**config.mk**
```make
export PLATFORM = sky130hd
export DESIGN_NAME = ackpoll_seq
export DESIGN_NICKNAME = d
export VERILOG_FILES = /design/src/rtl/ackpoll_pkg.sv /design/src/rtl/ackpoll_link.sv /design/src/rtl/ackpoll_tries.sv /design/src/rtl/ackpoll_fsm.sv /design/src/rtl/ackpoll_seq.sv
export SDC_FILE = /design/constraint.sdc
export NUM_CORES = 1
export LEC_CHECK = 0
export BUFFER_PORTS_ARGS = -buffer_cell sky130_fd_sc_hd__buf_2
export CORE_MARGIN = 5
export CORE_UTILIZATION = 40
export CTS_BUF_LIST = sky130_fd_sc_hd__clkbuf_8
export CTS_CLUSTER_SIZE = 10
export DETAILED_ROUTE_END_ITERATION = 12
export GPL_ROUTABILITY_DRIVEN = 1
export PLACE_DENSITY_LB_ADDON = 0.2
export SYNTH_ARGS = -nofsm -noshare
export SYNTH_HDL_FRONTEND = slang
export SYNTH_SLANG_ARGS = --single-unit
```
**constraint.sdc**
```tcl
create_clock -name clk -period 2.3 [get_ports clk]
set_input_delay 0.23 -clock clk [delete_from_list [all_inputs] [get_ports clk]]
set_output_delay 0.23 -clock clk [all_outputs]
set_load 0.005 [all_outputs]
```
**src/rtl/ackpoll_pkg.sv**
```systemverilog
package ackpoll_pkg;

  typedef enum logic [1:0] {
    OP_NONE  = 2'd0,
    OP_START = 2'd1,
    OP_SEND  = 2'd2,
    OP_STOP  = 2'd3
  } bus_op_e;

  typedef enum logic [1:0] {
    ST_IDLE  = 2'd0,
    ST_START = 2'd1,
    ST_ADDR  = 2'd2,
    ST_STOP  = 2'd3
  } seq_state_e;

  typedef enum logic [1:0] {
    WHY_RETRY = 2'd0,
    WHY_OK    = 2'd1,
    WHY_FAIL  = 2'd2
  } stop_why_e;

endpackage

```
**src/rtl/ackpoll_link.sv**
```systemverilog
// Command/response handshake toward the byte engine: one command in flight.
module ackpoll_link
  import ackpoll_pkg::*;
#(
  parameter int BYTE_W = 8
) (
  input  logic              clk,
  input  logic              rst_n,
  input  logic              active,
  input  bus_op_e           op_in,
  input  logic [BYTE_W-1:0] byte_in,
  output logic              cmd_valid,
  input  logic              cmd_ready,
  output logic [1:0]        cmd_op,
  output logic [BYTE_W-1:0] cmd_byte,
  input  logic              rsp_valid,
  output logic              rsp_ready,
  input  logic              rsp_ack,
  output logic              fin,
  output logic              fin_ack
);

  // phase 0: offering the command, phase 1: waiting for its result
  logic waiting_q;

  assign cmd_valid = active && !waiting_q;
  assign rsp_ready = active && waiting_q;
  assign cmd_op    = op_in;
  assign cmd_byte  = byte_in;
  assign fin       = rsp_ready && rsp_valid;
  assign fin_ack   = rsp_ack;

  always_ff @(posedge clk or negedge rst_n) begin
    if (!rst_n) begin
      waiting_q <= 1'b0;
    end else if (fin) begin
      waiting_q <= 1'b0;
    end else if (cmd_valid && cmd_ready) begin
      waiting_q <= 1'b1;
    end
  end

  // command held steady under back-pressure
  a_r3_cmd_stable: assert property (@(posedge clk) disable iff (!rst_n)
    cmd_valid && !cmd_ready |=> cmd_valid && $stable(cmd_op) && $stable(cmd_byte));

  // after acceptance nothing new is offered until the result arrives
  a_r3_wait_result: assert property (@(posedge clk) disable iff (!rst_n)
    cmd_valid && cmd_ready |=> !cmd_valid);

endmodule

```
**src/rtl/ackpoll_tries.sv**
```systemverilog
// Attempt counter with limit detection.
module ackpoll_tries #(
  parameter int MAX_TRIES = 16,
  parameter int CNT_W     = $clog2(MAX_TRIES + 1)
) (
  input  logic             clk,
  input  logic             rst_n,
  input  logic             clr,
  input  logic             inc,
  output logic [CNT_W-1:0] count,
  output logic             final_try
);

  localparam logic [CNT_W-1:0] LAST = CNT_W'(MAX_TRIES - 1);
  localparam logic [CNT_W-1:0] FULL = CNT_W'(MAX_TRIES);

  logic [CNT_W-1:0] cnt_q;

  always_ff @(posedge clk or negedge rst_n) begin
    if (!rst_n) begin
      cnt_q <= '0;
    end else if (clr) begin
      cnt_q <= '0;
    end else if (inc && cnt_q != FULL) begin
      cnt_q <= cnt_q + 1'b1;
    end
  end

  assign count     = cnt_q;
  assign final_try = (cnt_q == LAST);

  // the count never passes the limit
  a_r8_count_bound: assert property (@(posedge clk) disable iff (!rst_n)
    cnt_q <= FULL);

endmodule

```
**src/rtl/ackpoll_fsm.sv**
```systemverilog
// Polling sequence: start, control byte, then stop or retry.
module ackpoll_fsm
  import ackpoll_pkg::*;
#(
  parameter int ADDR_W = 7,
  localparam int BYTE_W = ADDR_W + 1
) (
  input  logic              clk,
  input  logic              rst_n,
  input  logic              go,
  input  logic              keep_open,
  input  logic [ADDR_W-1:0] dev_addr,
  input  logic              fin,
  input  logic              fin_ack,
  input  logic              final_try,
  output logic              active,
  output bus_op_e           op,
  output logic [BYTE_W-1:0] byte_o,
  output logic              clr,
  output logic              inc,
  output logic              busy,
  output logic              done,
  output logic              timeout,
  output logic              bus_held
);

  seq_state_e        state_q, state_d;
  stop_why_e         why_q, why_d;
  logic              keep_q;
  logic [ADDR_W-1:0] addr_q;
  logic              done_q, timeout_q, held_q;
  logic              finish_ok, finish_open, finish_fail;

  assign active = (state_q != ST_IDLE);
  assign busy   = active;
  assign clr    = (state_q == ST_IDLE) && go;
  assign inc    = (state_q == ST_ADDR) && fin;
  assign byte_o = {addr_q, 1'b0};

  always_comb begin
    unique case (state_q)
      ST_START: op = OP_START;
      ST_ADDR:  op = OP_SEND;
      ST_STOP:  op = OP_STOP;
      default:  op = OP_NONE;
    endcase
  end

  always_comb begin
    state_d     = state_q;
    why_d       = why_q;
    finish_ok   = 1'b0;
    finish_open = 1'b0;
    finish_fail = 1'b0;
    unique case (state_q)
      ST_IDLE: begin
        if (go) state_d = ST_START;
      end
      ST_START: begin
        if (fin) state_d = ST_ADDR;
      end
      ST_ADDR: begin
        if (fin) begin
          if (fin_ack && keep_q) begin
            state_d     = ST_IDLE;
            finish_open = 1'b1;
          end else begin
            state_d = ST_STOP;
            if (fin_ack)        why_d = WHY_OK;
            else if (final_try) why_d = WHY_FAIL;
            else                why_d = WHY_RETRY;
          end
        end
      end
      ST_STOP: begin
        if (fin) begin
          if (why_q == WHY_RETRY) begin
            state_d = ST_START;
          end else begin
            state_d     = ST_IDLE;
            finish_ok   = (why_q == WHY_OK);
            finish_fail = (why_q == WHY_FAIL);
          end
        end
      end
      default: state_d = ST_IDLE;
    endcase
  end

  always_ff @(posedge clk or negedge rst_n) begin
    if (!rst_n) begin
      state_q   <= ST_IDLE;
      why_q     <= WHY_RETRY;
      keep_q    <= 1'b0;
      addr_q    <= '0;
      done_q    <= 1'b0;
      timeout_q <= 1'b0;
      held_q    <= 1'b0;
    end else begin
      state_q <= state_d;
      why_q   <= why_d;
      done_q  <= finish_ok || finish_open || finish_fail;
      if (clr) begin
        keep_q    <= keep_open;
        addr_q    <= dev_addr;
        timeout_q <= 1'b0;
        held_q    <= 1'b0;
      end else begin
        if (finish_fail) timeout_q <= 1'b1;
        if (finish_open) held_q    <= 1'b1;
      end
    end
  end

  assign done     = done_q;
  assign timeout  = timeout_q;
  assign bus_held = held_q;

  // single-cycle completion pulse
  a_r10_done_pulse: assert property (@(posedge clk) disable iff (!rst_n)
    done |=> !done);

  // busy is low while done is high
  a_r10_done_idle: assert property (@(posedge clk) disable iff (!rst_n)
    done |-> !busy);

  // an open bus and a timeout never coexist
  a_r6_held_excl: assert property (@(posedge clk) disable iff (!rst_n)
    !(bus_held && timeout));

endmodule

```
**src/rtl/ackpoll_seq.sv**
```systemverilog
// Top: write-completion poller driving a byte-level I2C master engine.
module ackpoll_seq
  import ackpoll_pkg::*;
#(
  parameter int  ADDR_W    = 7,
  parameter int  MAX_TRIES = 16,
  localparam int BYTE_W    = ADDR_W + 1,
  localparam int CNT_W     = $clog2(MAX_TRIES + 1)
) (
  input  logic              clk,
  input  logic              rst_n,
  input  logic              go,
  input  logic              keep_open,
  input  logic [ADDR_W-1:0] dev_addr,
  output logic              cmd_valid,
  input  logic              cmd_ready,
  output logic [1:0]        cmd_op,
  output logic [BYTE_W-1:0] cmd_byte,
  input  logic              rsp_valid,
  output logic              rsp_ready,
  input  logic              rsp_ack,
  output logic              busy,
  output logic              done,
  output logic              timeout,
  output logic              bus_held,
  output logic [CNT_W-1:0]  attempts
);

  logic              active, fin, fin_ack, final_try, clr, inc;
  bus_op_e           op;
  logic [BYTE_W-1:0] byte_w;

  ackpoll_fsm #(.ADDR_W(ADDR_W)) u_fsm (
    .clk(clk), .rst_n(rst_n), .go(go), .keep_open(keep_open),
    .dev_addr(dev_addr), .fin(fin), .fin_ack(fin_ack),
    .final_try(final_try), .active(active), .op(op), .byte_o(byte_w),
    .clr(clr), .inc(inc), .busy(busy), .done(done),
    .timeout(timeout), .bus_held(bus_held)
  );

  ackpoll_tries #(.MAX_TRIES(MAX_TRIES), .CNT_W(CNT_W)) u_tries (
    .clk(clk), .rst_n(rst_n), .clr(clr), .inc(inc),
    .count(attempts), .final_try(final_try)
  );

  ackpoll_link #(.BYTE_W(BYTE_W)) u_link (
    .clk(clk), .rst_n(rst_n), .active(active), .op_in(op),
    .byte_in(byte_w), .cmd_valid(cmd_valid), .cmd_ready(cmd_ready),
    .cmd_op(cmd_op), .cmd_byte(cmd_byte), .rsp_valid(rsp_valid),
    .rsp_ready(rsp_ready), .rsp_ack(rsp_ack), .fin(fin), .fin_ack(fin_ack)
  );

  // a sequence opens with a start offered at once
  a_r2_opens_start: assert property (@(posedge clk) disable iff (!rst_n)
    $rose(busy) |-> cmd_valid && cmd_op == 2'(OP_START));

  // every control byte is write-direction
  a_r2_write_dir: assert property (@(posedge clk) disable iff (!rst_n)
    cmd_valid && cmd_op == 2'(OP_SEND) |-> cmd_byte[0] == 1'b0);

  // timeout only with a full attempt count
  a_r8_timeout_full: assert property (@(posedge clk) disable iff (!rst_n)
    timeout |-> attempts == CNT_W'(MAX_TRIES));

  // go during a sequence does not disturb the count
  a_r9_go_ignored: assert property (@(posedge clk) disable iff (!rst_n)
    busy && go && !rsp_valid |=> $stable(attempts));

endmodule

```
; Yosys cells after proc, flatten, opt, wreduce, memory -nomap -nowiden
; Index checks and enable logic that the tools add are counted.
[op_classes]
muxes = 27
eq_ne = 11
n_addsub = 1
bitwise_logic = 1
reduce_logical = 20
[op_table]
columns = operator, n
row1 = 1-bit 2-to-1 mux, 16
row2 = 2-bit 2-to-1 mux, 7
row3 = 5-bit 2-to-1 mux, 2
row4 = 2-bit nonzero test, 5
row5 = 1-bit logical AND, 8
row6 = 2-bit one-hot mux with 4 select lines, 1
row7 = "2-bit == test, second input constant", 3
row8 = "2-bit by 1-bit != test with 1-bit output, second input constant", 3
row9 = 2-bit one-hot mux with 3 select lines, 1
row10 = "5-bit by 1-bit adder with 5-bit output, second input constant", 1
row11 = "5-bit by 4-bit == test with 1-bit output, second input constant", 1
row12 = "5-bit != test, second input constant", 1
row13 = "2-bit by 1-bit == test with 1-bit output, second input constant", 2
row14 = 2-bit zero test, 2
row15 = 4-bit AND reduction, 1
row16 = 3-bit AND reduction, 1
row17 = 1-bit logical OR, 2
row18 = "2-bit != test, second input constant", 1
row19 = 1-bit zero test, 1
row20 = 1-bit NOT, 1
[totals]
inputBits = 14
elab_cells = 69
regBits = 21
output_inout_bits = 21

; Depth between registers and ports, before layout
; Gate-level depths: netlist of run 1.
[logic_depth]
ltp_word = 7
depth_mapped = 6
ltp_nobuf = 5

; Cells and area by module
; A second synthesis of run 1 with hierarchy kept.
[unflattened]
hier_cells = 105
area_unflattened_um2 = 1163.6
[by_module_without_submodules]
columns = mod, seq_area_each_um2, area_each_um2, cells_per_inst, instances
row1 = ackpoll_fsm, 375.4, 724.4, 58, 1
row2 = ackpoll_tries, 125.1, 292.8, 30, 1
row3 = ackpoll_link, 25.0, 146.4, 17, 1

; Worst setup path before layout of run 1
; Ideal clock, no wire load.
[synth_timing]
path_type = reg2reg
startpoint = register u_fsm.state_q[0]
endpoint = register u_fsm.addr_q[2]
synth_period_minus_slack_ps = 1526
n_path_buf = 3
t_required_ps = 2175
stages_incl_launch_ff = 6
arrival_time_ps = 1401
slack_ps = 774
path_cell_list = dfrtp_1 > buf_6 > or3b_4 > buf_6 > buf_12 > mux2_4
[synth_between]
elab_chain_len = 2
[synth_rtl]
columns = element, line
row1 = "start, declared", ackpoll_fsm.sv:27  ; seq_state_e state_q, state_d;
row2 = "start signal, assigned", ackpoll_fsm.sv:100  ; state_q <= state_d;
row3 = 2-bit zero test, ackpoll_fsm.sv:36  ; assign clr = (state_q == ST_IDLE) && go;
row4 = 1-bit logical AND, ackpoll_fsm.sv:36
row5 = "end signal, assigned", ackpoll_fsm.sv:105  ; addr_q <= dev_addr;
row6 = "end, declared", ackpoll_fsm.sv:30  ; logic [ADDR_W-1:0] addr_q;
; Every way passes these cells.
; A chain may end at the register's enable or synchronous reset.

; Final worst setup path of run 1
[layout_timing]
startpoint = register u_fsm.state_q[1]
endpoint = output port rsp_ready
[layout_between]
elab_chain_len = 2
[layout_rtl]
columns = element, line
row1 = 2-bit nonzero test, ackpoll_fsm.sv:34  ; assign active = (state_q != ST_IDLE);
row2 = 1-bit logical AND, ackpoll_link.sv:27  ; assign rsp_ready = active && waiting_q;
row3 = "end, declared", ackpoll_seq.sv:20  ; output logic rsp_ready,
; Every way passes these cells.

==> results of run 1 <==
-- registers in the layout, indices dropped and copies added (netlist names) --
| name | count |
|---|---|
| u_fsm.keep_q | 1 |
| u_link.waiting_q | 1 |
| u_fsm.timeout | 1 |
| u_fsm.why_q | 2 |
| u_tries.count | 5 |
| u_fsm.state_q | 2 |
| u_fsm.done | 1 |
| u_fsm.bus_held | 1 |
| u_fsm.addr_q | 7 |
-- power breakdown --
part | switching [mW] | internal (mW) | leakage, nW
combinational | 0.221 | 0.295 | 0.345
sequential | 0.140 | 0.511 | 0.264
clock | 0.109 | 0.119 | 0.0269
-- cell type report --
cell class / instances / area (µm²)
Fill cell: 247 / 1260
Sequential cell: 21 / 526
Multi-Input combinational cell: 59 / 429
Timing Repair Buffer: 34 / 175
Clock buffer: 3 / 41.3
Tap cell: 30 / 37.5
Inverter: 6 / 22.5
Clock inverter: 1 / 3.75
-- through the flow --
step | instance area [µm²] | std cells | utilization
6_report | 1230 | 154 | 0.494
3_5_place_dp | 1180 | 149 | 0.472
3_3_place_gp | 1180 | 149 | 0.472
4_1_cts | 1230 | 154 | 0.494
5_1_grt | 1230 | 154 | 0.494
2_1_floorplan | 1050 | 94 | -
-- layer usage --
layer | global-route usage | share of wire | vias up
met5 | 0 | 0 | -
met3 | 0.0440 | 0.073 | 2
met4 | 0.00929 | 0.0055 | 0
met2 | 0.198 | 0.49 | 20
met1 | 0.141 | 0.43 | 370
li1 | - | - | 376
-- placed cells by master, fill, tap and decap left out --
cell type | Yosys | final
nor4bb_1 | 1 | 1
a21oi_1 | 8 | 8
nor2_1 | 7 | 7
a31o_2 | 1 | 1
nand3_1 | 2 | 2
a22o_1 | 1 | 1
o21a_1 | 1 | 1
xnor2_1 | 1 | 1
or3b_4 | 1 | 1
a211oi_1 | 1 | 1
mux2i_1 | 2 | 2
nand4_1 | 1 | 1
ha_1 | 3 | 3
and3_1 | 1 | 1
mux2_2 | 5 | 5
a31oi_1 | 1 | 1
mux2_4 | 4 | 4
nand2_1 | 8 | 8
inv_1 | 6 | 7
conb_1 | 1 | 1
and2_1 | 1 | 1
nand2b_1 | 1 | 1
o21ai_0 | 3 | 3
dfrtp_1 | 21 | 21
dlygate4sd3_1 | 1 | 1
nand4b_1 | 1 | 1
nor4b_1 | 1 | 1
buf_2 | 1 | 33
clkbuf_8 | 0 | 3
o31ai_1 | 1 | 1
and4b_2 | 1 | 1
-- how the worst max path moves through the flow --
stage | cells past startpoint | slack (ps) | to
detailed placement | 3 | 800 | u_tries.count[1]$_DFFE_PN0P_
CTS | 4 | 740 | rsp_ready
global route | 4 | 620 | rsp_ready
floorplan | 5 | 770 | u_fsm.addr_q[2]$_DFFE_PN0P_
global placement | 3 | 850 | u_tries.count[1]$_DFFE_PN0P_
finish | 4 | 750 | rsp_ready
-- critical path, delay by kind of cell (launching register included) --
family | cells | cell delay, ps
DFF | 1 | 480
and+or+nand+nor | 2 | 360
buffers and inverters | 2 | 220
-- cells by family (layout without fill, tap and decap cells) --
kind of cell,after synthesis,after routing
other,1,1
buffers and inverters,14,44
xor gates and xnor gates,1,1
and+or+nand+nor,26,26
DFF,21,21
muxes,11,11
AOI/OAI and AO/OA,17,17
adders and majority gates,3,3
==> out/results.ini, run 1 <==
[worst_setup_path]
reg2regPathDepth = 3
cp_data_arrival_time_ps = 1320
cp_cell_sequence = nor2_1, inv_1, and2_1, buf_2
path_max_fanout = 10
slowest_stage = dfrtp_1
end_kind = primary output
path_class = flip-flop to primary output
crit_path_start = u_fsm.state_q[1]$_DFFE_PN0P_
r2r_start = u_fsm.state_q[0]$_DFFE_PN0P_
startpoint_type = flip-flop
worstReg2RegEnd = u_tries.count[1]$_DFFE_PN0P_
critPathMaxStageDelay_ps = 480
required_ps = 2070
reg2reg_slack_ps = 790

[min_path]
worstHoldPathCells = 2
whs_endpoint = u_fsm.addr_q[1]$_DFFE_PN0P_
hold_start = dev_addr[1]
hp-class = input pin to flip-flop

[routing]
wl_um = 2010
postRouteAntennaNets = 0
num_vias = 768
drt_iter0_markers = 9
first_pass_iters = 4
remaining_drc_errors = 0
wl_per_cell_um = 13.1
avgViaCountPerCell = 4.99

[grt]
grt_pass1_wl_um = 3240
grt_start_max_net_pins = 22
grt_pass1_vias = 731
gr-total-overflow = 0
gr-usage-all-layers = 0.114
antenna_found_initial = 0

[synthesis]
synthAdderAreaFrac = 0.0358
synth_area_leaders = dfrtp_1 (50%), mux2_4 (5.7%), mux2_2 (5.4%)
netlist_instances = 94
yosys-mux-area-fraction = 0.130
ys_ff_latch = 21
synth_edf_count = 0
synth_common_cells = dfrtp_1 (21), a21oi_1 (8), nand2_1 (8)
synth_top_area_cell = dfrtp_1
ys_seq_area_frac = 0.501
synth.distinct_cells = 34
synth_compound_area_frac = 0.0965
synth_top_family_by_area = simple AND/OR/NAND/NOR gates
yosysTopAreaCellShare = 0.501
synth_simple_gate_area_frac = 0.135
ys_async_sr_fraction = 1.00
yosysWarnings = 0
synth-xor-area-share = 0.00834
synth_ff_type = dfrtp_1
synthesis.nets = 111
synth.most_common_cell = dfrtp_1
synth.cell_area_mm2 = 0.00105
avgSynthCellArea_um2 = 11.2

[sta]
skew_ps = 1.92
finalHoldViolCount = 0
clock.fmax_ghz = 0.645
setup_violations = 0
period_share = 0.674
drv_slew = 0
tns_ps = 0
setup_slack_ps = 751
rsz0062_at_grt = no
timing.hold.ws_ps = 203
layout_min_cycle_time_ps = 1550

[die]
io_pins = 35
dieArea_mm2 = 0.00375
fp.dieW_um = 61.2
core_area_mm2 = 0.00250
start_util = 0.420
rows = 18
die_h_um = 61.2

[clocking]
path_clk_slew_ps = 70
clkSinkCount = 21
cts_tree = yes
h-tree-depth = 1
root_buffer = clkbuf_8
cts-resized-gates = 0
postCtsSetupRepairBufs = 0
clk_latency_ps = 250
clockBufferDepth = 2
holdBufCountCts = 1
numCtsBuffers = 3

[place]
dp_hpwl_um = 1520
place_ws_ps = 800
portBuffers = 33
gp_congestion = 0.830

[layout]
diodes = 0
synthToLayoutAreaGrowth_pct = 17.6
layout-drive-gt1-share = 0.387
finish.net_count = 142

[power]
p_leak_nw = 0.636
powerDensity_mw_per_mm2 = 1130
vdd_drop_max_mv = 0.858
finalPower_mw = 1.40

[status]
status = finished clean

[job]
cap_violations = 0

Power figures use the tool's default switching activity.
==> run 2: changes to the inputs <==
--- a/config.mk
+++ b/config.mk
@@ -5,6 +5,7 @@
 export SDC_FILE = /design/constraint.sdc
 export NUM_CORES = 1
 export LEC_CHECK = 0
+export ABC_AREA = 1
 export BUFFER_PORTS_ARGS = -buffer_cell sky130_fd_sc_hd__buf_2
 export CORE_MARGIN = 5
 export CORE_UTILIZATION = 40
==> constraint.sdc (replaced) <==
create_clock -name clk -period 1.5 [get_ports clk]
set_input_delay 0.15 -clock clk [delete_from_list [all_inputs] [get_ports clk]]
set_output_delay 0.15 -clock clk [all_outputs]
set_load 0.005 [all_outputs]
==> run 2 against run 1 <==
Against the previous run:
- sequential power is 50% higher
- largest cell class unchanged
- critical path type unchanged
- synthesized area is 0.72% higher
- worst hold slack worse by 120 ps
- die area is 0.59% higher
- critical path depth is 1 lower
- largest power group unchanged
- sequential cell count stayed put
- clock skew is 0.88 ps higher
- worst setup slack worse by 620 ps
- critical endpoint is now busy
- global-route usage is 2.1 points higher
- first-iteration DRC count grew to 2.8 times the previous value
- final cell count is 26% higher
- non-clock buffer count stayed put
==> out/results.ini, run 2 <==
[place]
gp_congestion = 0.837  ; +0.86%
portBuffers = 33  ; unchanged
dp_hpwl_um = 1730  ; +14%

[synthesis]
synth-xor-area-share = 0.00828  ; -0.0000592
synth_ff_type = dfrtp_1
synth_area_leaders = dfrtp_1 (50%), nand2_1 (19%), inv_1 (4.6%)
synth_common_cells = nand2_1 (53), dfrtp_1 (21), inv_1 (13)
yosysWarnings = 0  ; unchanged
avgSynthCellArea_um2 = 8.13  ; -27%
ys_async_sr_fraction = 1.00  ; unchanged
synthesis.nets = 147  ; +32%
synth_edf_count = 0  ; unchanged
yosys-mux-area-fraction = 0  ; -0.130
ys_ff_latch = 21  ; unchanged
synth_top_family_by_area = simple AND/OR/NAND/NOR gates
synth.cell_area_mm2 = 0.00106  ; +0.72%
synth.most_common_cell = nand2_1
synth_top_area_cell = dfrtp_1
synthAdderAreaFrac = 0.0355  ; -0.000254
synth_simple_gate_area_frac = 0.331  ; +0.197
yosysTopAreaCellShare = 0.497  ; -0.00355
netlist_instances = 130  ; +38%
ys_seq_area_frac = 0.497  ; -0.00355
synth.distinct_cells = 21  ; -38%
synth_compound_area_frac = 0.0497  ; -0.0468

[clocking]
h-tree-depth = 1  ; unchanged
cts-resized-gates = 0  ; unchanged
clkSinkCount = 21  ; unchanged
clk_latency_ps = 250  ; about the same
clockBufferDepth = 2  ; unchanged
numCtsBuffers = 3  ; unchanged
root_buffer = clkbuf_8
path_clk_slew_ps = 80  ; about the same
holdBufCountCts = 1  ; unchanged
cts_tree = yes
postCtsSetupRepairBufs = 0  ; unchanged

[layout]
synthToLayoutAreaGrowth_pct = 22.4
mostFrequentLayoutCell = nand2_1
final_cell_mix = nand2_1 (53), buf_2 (33), dfrtp_1 (21)
finish.net_count = 182  ; +28%
diodes = 0  ; unchanged
regMostFlops = u_fsm.addr_q
layout-drive-gt1-share = 0.274  ; -0.113
fin_util = 0.518  ; +0.0235
largest_register_ffs = 7  ; unchanged

[routing]
num_vias = 916  ; +19%
first_pass_iters = 4  ; unchanged
avgViaCountPerCell = 4.72  ; -5.3%
wl_um = 2290  ; +14%
remaining_drc_errors = 0  ; unchanged
drt_iter0_markers = 25  ; +16
postRouteAntennaNets = 0  ; unchanged
wl_per_cell_um = 11.8  ; -9.7%

[sta]
tns_ps = 0  ; unchanged
skew_ps = 2.80  ; +0.877 ps
layout_min_cycle_time_ps = 1370
rsz0062_at_grt = no
drv_slew = 0  ; unchanged
setup_violations = 0  ; unchanged
clock.fmax_ghz = 0.730
finalHoldViolCount = 0  ; unchanged
period_share = 0.913

[worst_setup_path]
path_buf_inv = 2  ; unchanged
critPathMaxStageDelay_ps = 500  ; +20 ps
end_kind = primary output
required_ps = 1350  ; -720 ps
path_class = flip-flop to primary output
cp_data_arrival_time_ps = 1220  ; -100 ps
slowest_stage = dfrtp_1
startpoint_type = flip-flop
path_max_fanout = 8  ; -2
cpLargestDelayFamily = flip-flops
cp_cell_sequence = nor2_4, inv_1, buf_2

[die]
core_area_mm2 = 0.00250  ; unchanged
die_h_um = 61.4  ; +0.29%
io_pins = 35  ; unchanged
start_util = 0.423  ; +0.00300
dieArea_mm2 = 0.00377  ; +0.59%
fp.dieW_um = 61.4  ; +0.29%
rows = 18  ; unchanged

[power]
finalPower_mw = 2.24  ; +61%
power_switching_uw = 903  ; +92%
seq_power_share = 0.434  ; -0.033
p_clk_frac = 0.160  ; -0.003
power_frac_comb = 0.406  ; +0.036
powerDensity_mw_per_mm2 = 1740  ; +54%
swShare = 0.402  ; +0.0649
p_leak_nw = 0.753  ; +18%
p_int_mw = 1.34  ; +45%
vdd_drop_max_mv = 1.01  ; +18%

[job]
cap_violations = 0  ; unchanged

[grt]
grt_pass1_wl_um = 3840  ; +18%
antenna_found_initial = 0  ; unchanged
gr-usage-all-layers = 0.136  ; +0.0212
grt_pass1_vias = 924  ; +26%
gr-total-overflow = 0  ; unchanged
grt_start_max_net_pins = 22  ; unchanged

[min_path]
hp-class = input pin to flip-flop

[status]
status = finished clean

run 2: cell families (layout without fill, tap and decap cells):
family | count (synthesis) | count (layout)
buf+inv | 19 | 53
compound gates | 10 | 10
fa+ha+maj | 3 | 3
other cells | 1 | 1
xor+xnor | 1 | 1
simple gates | 75 | 75
flops | 21 | 21
run 2: final timing paths:
path	startpoint	endpoint	slack, ps	cells past startpoint
max	u_fsm.state_q[1]$_DFFE_PN0P_	busy	130	3
min	dev_addr[0]	u_fsm.addr_q[0]$_DFFE_PN0P_	80	3
max reg2reg	u_fsm.state_q[1]$_DFFE_PN0P_	u_tries.count[4]$_DFFE_PN0P_	180	6
min reg2reg	u_fsm.addr_q[0]$_DFFE_PN0P_	u_fsm.addr_q[0]$_DFFE_PN0P_	480	2
max in group asynchronous	rst_n	u_fsm.state_q[0]$_DFFE_PN0P_	790	2
min in group asynchronous	rst_n	u_link.waiting_q$_DFFE_PN0P_	380	2
run 2: cell type report:
type / count / area, µm²
Sequential cell: 21 / 526
Clock buffer: 3 / 41.3
Timing Repair Buffer: 34 / 175
Clock inverter: 1 / 5.00
Tap cell: 30 / 37.5
Inverter: 15 / 56.3
Fill cell: 242 / 1210
Multi-Input combinational cell: 90 / 453
run 2: stage by stage:
stage / worst slack (ps) / instances / hold slack (ps) / instance area, µm²
finish: 131 / 194 / 84.1 / 1290
global route: 53.8 / 194 / 89.8 / 1290
CTS: 120 / 194 / 79.5 / 1290
detailed placement: 190 / 189 / 144 / 1240
global placement: 248 / 189 / 141 / 1240
floorplan: 260 / 130 / -146 / 1060
run 2: routing by layer:
| metal | routed length, µm | global-route usage | share of wire | vias up |
|---|---|---|---|---|
| li1 | - | - | - | 472 |
| met1 | 1040 | 0.177 | 0.45 | 409 |
| met2 | 1020 | 0.222 | 0.45 | 30 |
| met3 | 190 | 0.0252 | 0.083 | 5 |
| met4 | 38 | 0.0545 | 0.017 | 0 |
| met5 | 0 | 0 | 0 | - |
run 2: worst min-delay path: stages:
cell and delay (ps):
buf_2 70, nand2_1 40, nand2_1 40
run 2: power by group through the flow:
stage          clock [mW]  sequential, mW  combinational, mW
2_1_floorplan           0           0.972              0.587
3_3_place_gp            0           0.966              0.906
3_5_place_dp            0           0.988              0.923
4_1_cts             0.374           0.979              0.929
5_1_grt             0.398            1.01               1.06
6_report            0.358           0.975              0.912
==> run 3: changes to the inputs <==
--- a/config.mk
+++ b/config.mk
@@ -16,4 +16,5 @@
 export PLACE_DENSITY_LB_ADDON = 0.2
 export SYNTH_ARGS = -nofsm -noshare
 export SYNTH_HDL_FRONTEND = slang
+export SYNTH_HIERARCHICAL = 1
 export SYNTH_SLANG_ARGS = --single-unit
==> constraint.sdc (replaced) <==
create_clock -name clk -period 1.5 [get_ports clk]
set_input_delay 0.15 -clock clk [delete_from_list [all_inputs] [get_ports clk]]
set_output_delay 0.15 -clock clk [all_outputs]
set_load 0.05 [all_outputs]
==> run 3 against run 2 <==
Against the previous run:
- final cell count rose by 11%
- clock skew rose by 1.8 ps
- maximum frequency fell by 4.2%
- critical path depth rose by 3
- synthesized cell count rose by 18%
- largest cell class unchanged
- sequential power fell by 5.9%
- combinational power rose by 110%
- non-clock buffer count rose by 9
- worst hold slack got worse by 1.4 ps
- first-iteration DRC count fell by 4.0%
==> out/results.ini, run 3 <==
[die]
start_util = 0.421  ; -0.00232
fp.dieW_um = 64.1  ; +4.3%
dieArea_mm2 = 0.00411  ; +8.9%
core_area_mm2 = 0.00278  ; +11%
io_pins = 35  ; unchanged
rows = 19  ; +1
die_h_um = 64.1  ; +4.3%

[grt]
antenna_found_initial = 0  ; unchanged
grt_start_max_net_pins = 22  ; unchanged
gr-total-overflow = 0  ; unchanged
gr-usage-all-layers = 0.117  ; -0.0182
grt_pass1_vias = 913  ; -1.2%
grt_pass1_wl_um = 3930  ; +2.5%

[routing]
num_vias = 985  ; +7.5%
wl_per_cell_um = 11.3  ; -4.5%
avgViaCountPerCell = 4.58  ; -3.0%
remaining_drc_errors = 0  ; unchanged
drt_iter0_markers = 24  ; -4.0%
first_pass_iters = 4  ; unchanged
postRouteAntennaNets = 0  ; unchanged
wl_um = 2420  ; +5.8%

[sta]
period_share = 0.953  ; +0.0398
skew_ps = 4.62  ; +1.82 ps
layout_min_cycle_time_ps = 1430  ; +59.6 ps
finalHoldViolCount = 0  ; unchanged
tns_ps = 0  ; unchanged
rsz0062_at_grt = no
setup_violations = 0  ; unchanged
clock.fmax_ghz = 0.700  ; -4.2%
drv_slew = 0  ; unchanged

[layout]
synthToLayoutAreaGrowth_pct = 18.8
mostFrequentLayoutCell = nand2_1
regMostFlops = u_fsm/addr_q
final_cell_mix = nand2_1 (53), buf_2 (33), inv_1 (21)
fillers = 284  ; +17%
finish.net_count = 202  ; +11%
layout-drive-gt1-share = 0.321  ; +0.0463
fin_util = 0.500  ; -0.0177
diodes = 0  ; unchanged
largest_register_ffs = 7  ; unchanged

[worst_setup_path]
path_class = flip-flop to primary output
crit_top_cell = inv_1
path_buf_inv = 4  ; +2
cp_cell_sequence = nor2_4, inv_1, buf_4, inv_1, nor2_1, buf_2
end_kind = primary output
required_ps = 1350  ; about the same
path_max_fanout = 4  ; -4
cp_data_arrival_time_ps = 1280  ; +60 ps
critPathMaxStageDelay_ps = 430  ; -70 ps
slowest_stage = dfrtp_2
startpoint_type = flip-flop
cpLargestDelayFamily = buffers and inverters

[synthesis]
yosysWarnings = 6  ; +6
synthesis.nets = 170  ; +16%
synth.cell_area_mm2 = 0.00117  ; +11%
yosysTopAreaCellShare = 0.449  ; -0.0478
synth_ff_type = dfrtp_1
synth_area_leaders = dfrtp_1 (45%), nand2_1 (17%), buf_4 (8.3%)
synth_common_cells = nand2_1 (53), inv_1 (22), dfrtp_1 (21)
synth_edf_count = 0  ; unchanged
avgSynthCellArea_um2 = 7.65  ; -6.0%
ys_async_sr_fraction = 1.00  ; unchanged
ys_ff_latch = 21  ; unchanged
netlist_instances = 153  ; +18%
synth.most_common_cell = nand2_1
ys_seq_area_frac = 0.449  ; -0.0478
synth.distinct_cells = 20  ; -4.8%
synth_top_area_cell = dfrtp_1

[clocking]
root_buffer = clkbuf_8
clk_latency_ps = 260  ; about the same
numCtsBuffers = 3  ; unchanged
clkSinkCount = 21  ; unchanged
cts_tree = yes
clockBufferDepth = 2  ; unchanged
h-tree-depth = 1  ; unchanged
path_clk_slew_ps = 80  ; about the same

[min_path]
hp-class = input pin to flip-flop

[power]
finalPower_mw = 3.15  ; +40%
vdd_drop_max_mv = 1.47  ; +45%
powerDensity_mw_per_mm2 = 2270  ; +31%
p_leak_nw = 0.853  ; +13%

[place]
dp_hpwl_um = 1780  ; +2.9%
gp_congestion = 0.762  ; -8.9%
portBuffers = 33  ; unchanged

[status]
status = finished clean

[job]
cap_violations = 0  ; unchanged

## run 3: changes by cell type after synthesis, moves of 2 or more
cell | previous run | this run
nor2_4 | 3 | 1
nand2_2 | 0 | 3
a21oi_1 | 5 | 0
buf_4 | 2 | 13
inv_1 | 13 | 22
nand4_1 | 3 | 6
nor2_1 | 4 | 11
## run 3: path summary, 6_finish.rpt
check | startpoint | to | slack, ps | cells past startpoint
worst max-delay path | u_fsm/state_q[1]$_DFFE_PN0P_ | cmd_valid | 70 | 6
worst max register to register | u_fsm/state_q[0]$_DFFE_PN0P_ | u_tries/count[3]$_DFFE_PN0P_ | 140 | 8
max in group asynchronous | rst_n | u_tries/count[1]$_DFFE_PN0P_ | 780 | 2
worst min register to register | u_fsm/addr_q[3]$_DFFE_PN0P_ | u_fsm/addr_q[3]$_DFFE_PN0P_ | 470 | 2
min in group asynchronous | rst_n | u_fsm/state_q[0]$_DFFE_PN0P_ | 370 | 2
worst min-delay path | keep_open | u_fsm/keep_q$_DFFE_PN0P_ | 80 | 3
## run 3: area by class of cell
class                   instances  area, µm²  share of cell area
well taps                      31       38.8              0.0279
clock inverters                 1       5.00             0.00360
clock buffers                   3       41.3              0.0297
flip-flops and latches         21        529               0.381
multi-input cells              93        447               0.321
repair buffers                 43        243               0.175
inverters                      23       86.3              0.0621
## run 3: where the power goes
part	switching [mW]	internal (mW)	total [mW]
clock	0.184	0.185	0.369
sequential	0.145	0.772	0.917
combinational	1.36	0.505	1.87
total	1.69	1.46	3.15
## run 3: layer usage
layer	global-route usage	vias up	routed length, µm
li1	-	509	-
met1	0.145	447	1100
met2	0.196	25	1120
met3	0.0385	4	179
met4	0.0312	0	22
met5	0	-	0
## run 3: worst register-to-register path: stages, from the launching register on
cell     delay (ps)
dfrtp_1         410
buf_4           160
inv_1            80
nand2_2          70
nor2_4          180
nand4_1         160
nand2_1         100
nand2_1          50
nor2_1           90
## run 3: what timing repair did
action / CTS / global route
hold endpoints to repair: 21 / 0
gates resized for setup: 0 / 1
setup endpoints to repair: 0 / 1
setup buffers: 0 / 3
hold buffers: 1 / 0
## run 3: logic make-up (layout without fill, tap and decap cells)
kind of cell               after synthesis  in the layout  share of synthesized area
AOI/OAI and AO/OA                        5              5                     0.0300
other                                    1              1                    0.00321
buffers and inverters                   39             70                      0.173
DFF                                     21             21                      0.449
and+or+nand+nor                         84             84                      0.312
adders and majority gates                3              3                     0.0321
## run 3: per-stage QoR
step / instances / worst slack, ps / hold slack (ps) / cell area [µm²]
detailed placement: 207 / 87.7 / 140 / 1310
floorplan: 153 / 12.6 / -146 / 1180
global route: 215 / 25.5 / 76.4 / 1390
finish: 215 / 70.9 / 82.7 / 1390
global placement: 207 / 164 / 139 / 1310
CTS: 212 / 56.1 / 71.1 / 1370
